$ cat src/rtl/cbu_pkg.sv
package cbu_pkg;

    localparam int OP_W = 8;

    localparam logic [OP_W-1:0] OP_JMP     = 8'h20;
    localparam logic [OP_W-1:0] OP_JEQ     = 8'h21;
    localparam logic [OP_W-1:0] OP_JNE     = 8'h22;
    localparam logic [OP_W-1:0] OP_JLT     = 8'h23;
    localparam logic [OP_W-1:0] OP_JLE     = 8'h24;
    localparam logic [OP_W-1:0] OP_JGT     = 8'h25;
    localparam logic [OP_W-1:0] OP_JGE     = 8'h26;
    localparam logic [OP_W-1:0] OP_CMP_RR  = 8'h53;
    localparam logic [OP_W-1:0] OP_CMP_RI  = 8'h54;

    typedef enum logic [1:0] {
        SGN_ZERO = 2'd0,
        SGN_NEG  = 2'd1,
        SGN_POS  = 2'd2
    } sgn_state_e;

    function automatic logic is_compare(input logic [OP_W-1:0] op);
        return (op == OP_CMP_RR) || (op == OP_CMP_RI);
    endfunction

    function automatic logic is_jump(input logic [OP_W-1:0] op);
        return (op >= OP_JMP) && (op <= OP_JGE);
    endfunction

endpackage

$ cat src/rtl/cbu_flags.sv
module cbu_flags
    import cbu_pkg::*;
#(
    parameter int DATA_W = 16
) (
    input  logic              clk,
    input  logic              rst_n,
    input  logic              wr_en,
    input  logic [DATA_W-1:0] lhs,
    input  logic [DATA_W-1:0] rhs,
    output logic [DATA_W-1:0] diff_q,
    output sgn_state_e        sgn_q
);

    localparam logic [DATA_W-1:0] ZERO = '0;

    logic [DATA_W-1:0] diff_d;
    sgn_state_e        sgn_d;
    sgn_state_e        new_class;

    always_comb begin
        diff_d = lhs - rhs;
        if (diff_d == ZERO) begin
            new_class = SGN_ZERO;
        end else if (diff_d[DATA_W-1]) begin
            new_class = SGN_NEG;
        end else begin
            new_class = SGN_POS;
        end
    end

    // Next-state process: a compare moves to the class of the new difference.
    always_comb begin
        sgn_d = sgn_q;
        unique case (sgn_q)
            SGN_ZERO: if (wr_en) sgn_d = new_class;
            SGN_NEG:  if (wr_en) sgn_d = new_class;
            SGN_POS:  if (wr_en) sgn_d = new_class;
            default:  sgn_d = SGN_ZERO;
        endcase
    end

    // State register and stored difference.
    always_ff @(posedge clk) begin
        if (!rst_n) begin
            sgn_q  <= SGN_ZERO;
            diff_q <= ZERO;
        end else begin
            sgn_q <= sgn_d;
            if (wr_en) begin
                diff_q <= diff_d;
            end
        end
    end

    AST_FLAGS_HOLD: assert property (@(posedge clk) disable iff (!rst_n)
        !wr_en |=> $stable(diff_q) && $stable(sgn_q));

    AST_FLAGS_LOAD: assert property (@(posedge clk) disable iff (!rst_n)
        wr_en |=> diff_q == $past(lhs - rhs));

    AST_NEG_CLASS: assert property (@(posedge clk) disable iff (!rst_n)
        sgn_q == SGN_NEG |-> diff_q[DATA_W-1]);

    AST_ZERO_CLASS: assert property (@(posedge clk) disable iff (!rst_n)
        (sgn_q == SGN_ZERO) == (diff_q == ZERO));

endmodule

$ cat src/rtl/cbu_cond.sv
module cbu_cond
    import cbu_pkg::*;
(
    input  logic            valid,
    input  logic [OP_W-1:0] op,
    input  sgn_state_e      sgn,
    output logic            take
);

    logic is_zero;
    logic is_neg;

    assign is_zero = (sgn == SGN_ZERO);
    assign is_neg  = (sgn == SGN_NEG);

    always_comb begin
        take = 1'b0;
        if (valid) begin
            unique case (op)
                OP_JMP:  take = 1'b1;
                OP_JEQ:  take = is_zero;
                OP_JNE:  take = !is_zero;
                OP_JLT:  take = is_neg;
                OP_JLE:  take = is_neg || is_zero;
                OP_JGT:  take = !is_neg && !is_zero;
                OP_JGE:  take = !is_neg;
                default: take = 1'b0;
            endcase
        end
    end

endmodule

$ cat src/rtl/cbu_target.sv
module cbu_target #(
    parameter int ADDR_W     = 16,
    parameter int INSN_BYTES = 4
) (
    input  logic [ADDR_W-1:0] ip,
    input  logic [ADDR_W-1:0] offset,
    input  logic              take,
    output logic [ADDR_W-1:0] nxt
);

    localparam logic [ADDR_W-1:0] STEP = ADDR_W'(INSN_BYTES);

    logic [ADDR_W-1:0] seq_ip;

    always_comb begin
        seq_ip = ip + STEP;
        nxt    = take ? (seq_ip + offset) : seq_ip;
    end

endmodule

$ cat src/rtl/cmp_branch_unit.sv
module cmp_branch_unit
    import cbu_pkg::*;
#(
    parameter int DATA_W     = 16,
    parameter int ADDR_W     = 16,
    parameter int INSN_BYTES = 4
) (
    input  logic              clk,
    input  logic              rst_n,
    input  logic              op_valid,
    input  logic [7:0]        opcode,
    input  logic [DATA_W-1:0] opnd_a,
    input  logic [DATA_W-1:0] opnd_b,
    input  logic [ADDR_W-1:0] jmp_offset,
    input  logic [ADDR_W-1:0] cur_ip,
    output logic              jump_taken,
    output logic [ADDR_W-1:0] next_ip
);

    localparam logic [ADDR_W-1:0] STEP = ADDR_W'(INSN_BYTES);

    logic              cmp_wr;
    logic [DATA_W-1:0] diff_q;
    sgn_state_e        sgn_q;

    assign cmp_wr = op_valid && is_compare(opcode);

    cbu_flags #(.DATA_W(DATA_W)) u_flags (
        .clk    (clk),
        .rst_n  (rst_n),
        .wr_en  (cmp_wr),
        .lhs    (opnd_a),
        .rhs    (opnd_b),
        .diff_q (diff_q),
        .sgn_q  (sgn_q)
    );

    cbu_cond u_cond (
        .valid (op_valid),
        .op    (opcode),
        .sgn   (sgn_q),
        .take  (jump_taken)
    );

    cbu_target #(.ADDR_W(ADDR_W), .INSN_BYTES(INSN_BYTES)) u_target (
        .ip     (cur_ip),
        .offset (jmp_offset),
        .take   (jump_taken),
        .nxt    (next_ip)
    );

    AST_JMP_ALWAYS: assert property (@(posedge clk) disable iff (!rst_n)
        op_valid && opcode == OP_JMP |-> jump_taken);

    AST_IDLE_NO_TAKE: assert property (@(posedge clk) disable iff (!rst_n)
        !op_valid |-> !jump_taken);

    AST_FALLTHRU: assert property (@(posedge clk) disable iff (!rst_n)
        !jump_taken |-> next_ip == cur_ip + STEP);

    AST_TAKE_IS_JUMP: assert property (@(posedge clk) disable iff (!rst_n)
        jump_taken |-> is_jump(opcode));

endmodule

$ cat config.mk
export PLATFORM = sky130hd
export DESIGN_NAME = cmp_branch_unit
export DESIGN_NICKNAME = d
export VERILOG_FILES = /design/src/rtl/cbu_pkg.sv /design/src/rtl/cbu_flags.sv /design/src/rtl/cbu_cond.sv /design/src/rtl/cbu_target.sv /design/src/rtl/cmp_branch_unit.sv
export SDC_FILE = /design/constraint.sdc
export NUM_CORES = 1
export LEC_CHECK = 0
export ABC_AREA = 1
export ABC_CLOCK_PERIOD_IN_PS = 3240
export BUFFER_PORTS_ARGS = -buffer_cell sky130_fd_sc_hd__buf_2
export CAP_MARGIN = 0
export CORE_UTILIZATION = 52
export DETAILED_ROUTE_END_ITERATION = 10
export PLACE_DENSITY = 0.83
export SYNTH_ARGS = -nofsm -noshare
export SYNTH_HDL_FRONTEND = slang
export SYNTH_SLANG_ARGS = --single-unit
export TNS_END_PERCENT = 10
$ cat constraint.sdc
create_clock -name clk -period 3.24 [get_ports clk]
set_input_delay 0.486 -clock clk [delete_from_list [all_inputs] [get_ports clk]]
set_output_delay 0.486 -clock clk [all_outputs]
set_load 0.01 [all_outputs]
==> run_summary.xml, run 1 <==
<?xml version="1.0" encoding="UTF-8"?>
<metrics>
  <group name="final_layout">
    <metric name="post_route_cells_drive_above_1_share" unit="">0.287</metric>
    <metric name="diodes" unit="">0</metric>
    <metric name="most_frequent_standard_cell_in_the_layout_excluding_fill_and_tap_cells" unit="">nand2_1</metric>
    <metric name="layout.cells.most_common_list" unit="">nand2_1, inv_1, buf_2</metric>
    <metric name="nNetsFinal" unit="">685</metric>
    <metric name="largest_register_ffs" unit="">2</metric>
    <metric name="finish.utilization" unit="">0.712</metric>
    <metric name="top_regs" unit="">u_flags.sgn_q x2</metric>
    <metric name="synthesis_to_finish_area_growth" unit="%">31.8</metric>
    <metric name="postLayoutCellArea" unit="sq um">3340</metric>
    <metric name="largest_register" unit="">u_flags.sgn_q</metric>
    <metric name="number_of_standard_cells_in_the_layout_taps_in_and_fillers_out" unit="">625</metric>
  </group>
  <group name="pwr">
    <metric name="ir_drop" unit="V">0.000267</metric>
    <metric name="leakage" unit="uW">0.00201</metric>
    <metric name="p_per_area" unit="nW/um^2">188</metric>
  </group>
  <group name="hold_path">
    <metric name="min-delay-path-class" unit="">flop to flop</metric>
  </group>
  <group name="timing">
    <metric name="setup_ws" unit="ns">-0.0653</metric>
    <metric name="timing.final.crit_share" unit="">1.02</metric>
    <metric name="finClkSkew" unit="ns">0.000484</metric>
    <metric name="final_hold_slack" unit="ns">0.506</metric>
    <metric name="final_period_minus_worst_setup_slack" unit="ns">3.31</metric>
    <metric name="fmax" unit="MHz">303</metric>
    <metric name="slew-limit-headroom" unit="">0.806</metric>
    <metric name="setup_violations" unit="">1</metric>
    <metric name="drv_slew" unit="">0</metric>
    <metric name="setup-tns-final" unit="ns">-0.0653</metric>
    <metric name="report.final.hold_viol_count" unit="">0</metric>
    <metric name="grt_setup_unrepaired" unit="">yes</metric>
    <metric name="worst_slew_pin_slew" unit="ns">0.291</metric>
  </group>
  <group name="synth">
    <metric name="seq_area_frac_synth" unit="">0.0158</metric>
    <metric name="avg_synthesized_cell_area" unit="sq um">5.43</metric>
    <metric name="total_nets_after_synthesis" unit="">579</metric>
    <metric name="ys_ff_latch" unit="">2</metric>
    <metric name="synthCells" unit="">467</metric>
    <metric name="syn_area" unit="sq um">2530</metric>
    <metric name="ys.warnings.count" unit="">0</metric>
    <metric name="post_synth_top_area_share" unit="">0.213</metric>
    <metric name="synth.largest_area_cell" unit="">nand2_1</metric>
    <metric name="synth.area.top_cells" unit="">nand2_1, ha_1, inv_1, nand3_1, a21oi_1</metric>
    <metric name="ys_types" unit="">38</metric>
  </group>
  <group name="die">
    <metric name="design.portCount" unit="">92</metric>
    <metric name="initial_core_util" unit="">0.540</metric>
    <metric name="floorplan.core_area" unit="sq um">4690</metric>
    <metric name="std_cell_rows" unit="">25</metric>
    <metric name="floorplan.die.height" unit="um">71.8</metric>
    <metric name="dieArea" unit="sq um">5160</metric>
    <metric name="fp.dieW" unit="um">71.8</metric>
  </group>
  <group name="worst_setup_path">
    <metric name="crit_path_end_kind" unit="">output pin</metric>
    <metric name="path_class" unit="">input pin to output pin</metric>
    <metric name="critPathMaxFanout" unit="">3</metric>
    <metric name="worst-endpoint-arrival" unit="ns">2.82</metric>
    <metric name="cp_data_required_time" unit="ns">2.75</metric>
    <metric name="critical_path.startpoint_type" unit="">input pin</metric>
  </group>
  <group name="clocking">
    <metric name="cts.sink_count" unit="">2</metric>
    <metric name="cts-buffers-inserted" unit="">3</metric>
    <metric name="max-clock-path-buffers" unit="">2</metric>
    <metric name="clock-root-buffer" unit="">clkbuf_8</metric>
    <metric name="clkLatencyLatePin" unit="ns">0.20</metric>
    <metric name="cts-htree-levels" unit="">1</metric>
    <metric name="cts.clk_slew.worst_paths" unit="ns">0.03</metric>
    <metric name="cts_hold_bufs" unit="">0</metric>
    <metric name="tritoncts_clock_tree" unit="">built</metric>
  </group>
  <group name="placement">
    <metric name="finalWeightedCongestion" unit="">0.899</metric>
    <metric name="dp.cells" unit="">616</metric>
    <metric name="buffer_ports.inserted" unit="">91</metric>
    <metric name="place_hpwl" unit="um">5490</metric>
    <metric name="placed_area" unit="sq um">3090</metric>
  </group>
  <group name="grt">
    <metric name="grt.met1_usage" unit="">0.301</metric>
    <metric name="largest_net_degree_at_the_start_of_global_routing" unit="">17</metric>
    <metric name="grt_antenna_before_repair" unit="">0</metric>
    <metric name="first_global_vias" unit="">2907</metric>
    <metric name="routing_layer_with_the_top_usage_in_global_route" unit="">met2</metric>
    <metric name="grt_met3_use" unit="">0.0155</metric>
    <metric name="grt_first_pass_wirelength" unit="um">11200</metric>
    <metric name="gr-usage-met2" unit="">0.498</metric>
    <metric name="grt.overflow.total" unit="">0</metric>
    <metric name="grt_usage" unit="">0.255</metric>
  </group>
  <group name="route">
    <metric name="number_of_design_rule_violations_left_after_detail_routing" unit="">0</metric>
    <metric name="route.detailed.wl_per_inst" unit="um">11.2</metric>
    <metric name="total_number_of_vias" unit="">3230</metric>
    <metric name="antenna_violating_nets_post_route" unit="">0</metric>
    <metric name="routed_via_density" unit="">5.17</metric>
    <metric name="detail_route.iter0.violations" unit="">229</metric>
    <metric name="drt_pass1_iterations" unit="">4</metric>
    <metric name="wl" unit="um">7020</metric>
  </group>
  <group name="run_status">
    <metric name="status" unit="">finished, violations left</metric>
    <metric name="violations" unit="">negative setup slack</metric>
  </group>
  <group name="flow_run">
    <metric name="max-cap-violations" unit="">0</metric>
  </group>
</metrics>
logic make-up after synthesis:
group / share of synthesized area
compound gates: 0.146
xor+xnor: 0.0686
fa+ha+maj: 0.189
buf+inv: 0.159
flops: 0.0158
simple gates: 0.422
through the flow:
stage          total power (uW)  setup slack (ns)
6_report                    629           -0.0653
5_1_grt                     697            -0.192
4_1_cts                     587           0.00500
3_5_place_dp                484           -0.0689
3_3_place_gp                472           -0.0121
2_1_floorplan               351             0.387
synth_stat cells (all sizes together):
library cell / instances
and2: 2
inv: 103
nor2: 36
nand2: 150
nor3: 7
nand3: 35
a21oi: 28
o22ai: 2
a21o: 1
a21boi: 1
dfxtp: 2
o21ai: 21
xor2: 14
nand4: 7
o21bai: 4
ha: 35
fa: 2
buf: 2
o31ai: 2
a31oi: 1
nand3b: 2
o2bb2ai: 1
or2: 2
a211oi: 2
xnor2: 5
power breakdown:
part	internal (uW)	switching [uW]	total [uW]	leakage (uW)
Sequential	25.0	0.0653	25.0	0.0000161
Clock	78.2	15.8	94.0	0.0000216
Combinational	211	299	510	0.00198
Total	314	314	629	0.00201
layout make-up:
class                           instances  area [sq um]
Clock buffer                            3          41.3
Fill cell                             411          1350
Inverter                              103           390
Multi-Input combinational cell        360          2240
Sequential cell                         2          40.0
Tap cell                               54          67.6
Timing Repair Buffer                  103           567
layer usage:
| layer | wire length [um] | vias to the layer above |
|---|---|---|
| met2 | 3590 | 116 |
| met3 | 296 | 20 |
| met4 | 173 | 0 |
| met5 | 0 | - |
| met1 | 2960 | 1414 |
| li1 | - | 1680 |
final timing paths:
check / start / end / slack [ns] / depth (start not counted)
min: u_flags.sgn_q[1] / u_flags.sgn_q[1] / 0.51 / 2
max: cur_ip[3] / next_ip[13] / -0.07 / 13
min reg2reg: u_flags.sgn_q[1] / u_flags.sgn_q[1] / 0.51 / 2
max reg2reg: u_flags.sgn_q[1] / u_flags.sgn_q[0] / 2.30 / 5
critical path, stage by stage:
cell and delay [ns]:
buf_4 0.11, ha_2 0.18, nand2_1 0.09, nor2_4 0.12, buf_4 0.13, xor2_2 0.18
ha_1 0.29, a21oi_2 0.21, o21ai_0 0.13, a211oi_2 0.28, a21oi_1 0.12, o31ai_1 0.30
buf_2 0.19
repair_timing:
action                                  CTS  global route
gates resized for setup                   5            34
buffers inserted                          0             6
endpoints found under the setup margin    2             6
pin swaps                                 1            17
No activity file was read; power rests on OpenSTA's default activity.
==> run 2, diff against run 1 <==
CORE_ASPECT_RATIO = 1.75   (was not set)
CORE_MARGIN = 2   (was not set)
==> run_summary.xml, run 2 (synthesized netlist as in run 1, its figures left out) <==
<?xml version="1.0" encoding="UTF-8"?>
<metrics>
  <group name="worst_setup_path">
    <metric name="crit_path_end_kind" unit="">output pin</metric>
    <metric name="timing.critical_path.from" unit="">cur_ip[5]</metric>
    <metric name="cp.depth" unit="">17</metric>
    <metric name="critical_path.n_buffers_inverters" unit="">6</metric>
    <metric name="critPathMaxFanout" unit="">4</metric>
    <metric name="critical_path.startpoint_type" unit="">input pin</metric>
    <metric name="worst-endpoint-arrival" unit="ns">2.77</metric>
    <metric name="crit_path_max_incr_delay" unit="ns">0.31</metric>
    <metric name="timing.rr.end" unit="">u_flags.sgn_q[0]</metric>
    <metric name="cp_data_required_time" unit="ns">2.75</metric>
    <metric name="rr_startpoint" unit="">u_flags.sgn_q[1]</metric>
    <metric name="crit_slowest_cell" unit="">ha_1</metric>
    <metric name="rrSetupSlack" unit="ns">2.35</metric>
    <metric name="path_class" unit="">input pin to output pin</metric>
    <metric name="timing.critical_path.to" unit="">next_ip[15]</metric>
    <metric name="cp_top_family" unit="">simple AND/OR/NAND/NOR gates</metric>
    <metric name="reg2reg_depth" unit="">5</metric>
    <metric name="worstPathCellList" unit="">buf_2 &gt; clkinvlp_4 &gt; nor3_2 &gt; buf_4 &gt; nand3_2 &gt; xor2_1 &gt; ha_1 &gt; buf_4 &gt; nand2_2 &gt; buf_4 &gt; nor3_4 &gt; nand3_2 &gt; nand3b_1 &gt; nand3_1 &gt; nand2_1 &gt; nand2_1 &gt; buf_2</metric>
    <metric name="cpMostUsedCell" unit="">buf_4</metric>
  </group>
  <group name="final_layout">
    <metric name="fill_cell_instance_count_of_the_final_layout" unit="">394</metric>
    <metric name="largest_register" unit="">u_flags.sgn_q</metric>
    <metric name="post_route_cells_drive_above_1_share" unit="">0.311</metric>
    <metric name="most_frequent_standard_cell_in_the_layout_excluding_fill_and_tap_cells" unit="">nand2_1</metric>
    <metric name="layout.cells.most_common_list" unit="">nand2_1, inv_1, buf_2</metric>
    <metric name="finish.utilization" unit="">0.737</metric>
    <metric name="top_regs" unit="">u_flags.sgn_q x2</metric>
    <metric name="diodes" unit="">0</metric>
    <metric name="ff_latch_area" unit="sq um">40.0</metric>
    <metric name="multi_input_gate_area_in_the_final_layout" unit="sq um">2240</metric>
    <metric name="largest_register_ffs" unit="">2</metric>
    <metric name="number_of_standard_cells_in_the_layout_taps_in_and_fillers_out" unit="">641</metric>
    <metric name="synthesis_to_finish_area_growth" unit="%">36.9</metric>
    <metric name="nNetsFinal" unit="">703</metric>
  </group>
  <group name="grt">
    <metric name="first_global_vias" unit="">3205</metric>
    <metric name="grt_usage" unit="">0.282</metric>
    <metric name="largest_net_degree_at_the_start_of_global_routing" unit="">20</metric>
    <metric name="grt_antenna_before_repair" unit="">0</metric>
    <metric name="grt.overflow.total" unit="">0</metric>
    <metric name="grt_first_pass_wirelength" unit="um">12600</metric>
  </group>
  <group name="timing">
    <metric name="worst_slew_pin_slew" unit="ns">0.346</metric>
    <metric name="finClkSkew" unit="ns">0.000634</metric>
    <metric name="fmax" unit="MHz">307</metric>
    <metric name="setup-tns-final" unit="ns">-0.0190</metric>
    <metric name="final_period_minus_worst_setup_slack" unit="ns">3.26</metric>
    <metric name="grt_setup_unrepaired" unit="">yes</metric>
    <metric name="report.final.hold_viol_count" unit="">0</metric>
    <metric name="setup_violations" unit="">1</metric>
    <metric name="slew-limit-headroom" unit="">0.768</metric>
    <metric name="timing.final.crit_share" unit="">1.01</metric>
    <metric name="drv_slew" unit="">0</metric>
    <metric name="setup_ws" unit="ns">-0.0190</metric>
  </group>
  <group name="route">
    <metric name="route.detailed.wl_per_inst" unit="um">12.6</metric>
    <metric name="detail_route.iter0.violations" unit="">102</metric>
    <metric name="total_number_of_vias" unit="">3375</metric>
    <metric name="antenna_violating_nets_post_route" unit="">0</metric>
    <metric name="number_of_design_rule_violations_left_after_detail_routing" unit="">0</metric>
    <metric name="drt_pass1_iterations" unit="">5</metric>
    <metric name="routed_via_density" unit="">5.27</metric>
    <metric name="wl" unit="um">8100</metric>
  </group>
  <group name="pwr">
    <metric name="p_per_area" unit="nW/um^2">194</metric>
    <metric name="internal-power" unit="uW">334</metric>
    <metric name="power.total" unit="uW">672</metric>
    <metric name="p_comb_frac" unit="">0.812</metric>
    <metric name="share_clk_of_total_power" unit="">0.151</metric>
    <metric name="leakage" unit="uW">0.00210</metric>
    <metric name="ir_drop" unit="V">0.000147</metric>
    <metric name="switching_fraction" unit="">0.503</metric>
    <metric name="p_sw" unit="uW">338</metric>
    <metric name="sequential_fraction_of_design_power" unit="">0.037</metric>
  </group>
  <group name="clocking">
    <metric name="clkLatencyLatePin" unit="ns">0.21</metric>
    <metric name="cts_hold_bufs" unit="">0</metric>
    <metric name="max-clock-path-buffers" unit="">2</metric>
    <metric name="cts.clk_slew.worst_paths" unit="ns">0.03</metric>
    <metric name="tritoncts_clock_tree" unit="">built</metric>
    <metric name="clock-root-buffer" unit="">clkbuf_8</metric>
    <metric name="cts-htree-levels" unit="">1</metric>
    <metric name="cts-buffers-inserted" unit="">3</metric>
    <metric name="cts.sink_count" unit="">2</metric>
  </group>
  <group name="die">
    <metric name="fp.dieW" unit="um">56.8</metric>
    <metric name="design.portCount" unit="">92</metric>
    <metric name="floorplan.die.height" unit="um">96.4</metric>
    <metric name="std_cell_rows" unit="">33</metric>
    <metric name="dieArea" unit="sq um">5470</metric>
    <metric name="floorplan.core_area" unit="sq um">4710</metric>
    <metric name="initial_core_util" unit="">0.539</metric>
  </group>
  <group name="placement">
    <metric name="dp.cells" unit="">631</metric>
    <metric name="buffer_ports.inserted" unit="">91</metric>
    <metric name="place_hpwl" unit="um">6700</metric>
    <metric name="finalWeightedCongestion" unit="">0.917</metric>
  </group>
  <group name="run_status">
    <metric name="violations" unit="">negative setup slack</metric>
    <metric name="status" unit="">finished, violations left</metric>
  </group>
  <group name="flow_run">
    <metric name="max-cap-violations" unit="">0</metric>
  </group>
  <group name="hold_path">
    <metric name="min-delay-path-class" unit="">flop to flop</metric>
  </group>
</metrics>
## run 2: cell types whose count changed in the layout (fill, tap and decap cells not counted), sizes merged
cell	before	now
buf	103	120
clkbuf	3	4
## run 2: per-stage QoR
stage	cell area, sq um	hold slack [ns]	worst slack [ns]
after global placement	3210	0.481	-0.0957
after global routing	3470	0.512	-0.178
after CTS	3310	0.498	0.000795
final	3470	0.498	-0.0190
after floorplan	2530	0.469	0.387
after detailed placement	3210	0.493	-0.165
## run 2: tightest hold or removal path, stage by stage, from the launching register on
cell     delay, ns
dfxtp_1       0.32
nand2_1       0.07
a21oi_1       0.06
## run 2: how the worst min path moves through the flow
stage	from	endpoint	slack, ns	depth (start not counted)
2_1_floorplan	u_flags.sgn_q[1]	u_flags.sgn_q[1]	0.47	2
3_3_place_gp	u_flags.sgn_q[1]	u_flags.sgn_q[1]	0.48	2
3_5_place_dp	u_flags.sgn_q[1]	u_flags.sgn_q[1]	0.49	2
4_1_cts	u_flags.sgn_q[1]	u_flags.sgn_q[1]	0.50	2
5_1_grt	u_flags.sgn_q[1]	u_flags.sgn_q[1]	0.51	2
6_report	u_flags.sgn_q[1]	u_flags.sgn_q[1]	0.50	2
## run 2: layer usage
metal	share of wire	global-route usage	vias up
li1	-	-	1718
met1	0.33	0.240	1500
met2	0.59	0.627	116
met3	0.029	0.00941	41
met4	0.050	0.141	0
met5	0	0	-
## run 2: final cells by class
type / instances / share of cell area
tap: 52 / 0.0188
sequential: 2 / 0.0115
clock buffer: 3 / 0.0119
timing repair buffer: 121 / 0.201
inverter: 103 / 0.113
multi-input combinational: 360 / 0.645
## run 2: power by group through the flow
| stage | logic, uW | registers (uW) | clock network [uW] |
|---|---|---|---|
| after floorplan | 326 | 25.3 | 0 |
| after global placement | 483 | 25.3 | 0 |
| after detailed placement | 498 | 25.3 | 0 |
| after CTS | 509 | 25.0 | 101 |
| after global routing | 613 | 25.0 | 105 |
| final | 546 | 25.0 | 101 |
## run 2: repair_timing
action | CTS | global route
setup endpoints to repair | 1 | 6
resized for setup | 12 | 25
setup buffers | 2 | 7
cloned | 0 | 0
hold endpoints to repair | 0 | 0
pin swaps | 14 | 17
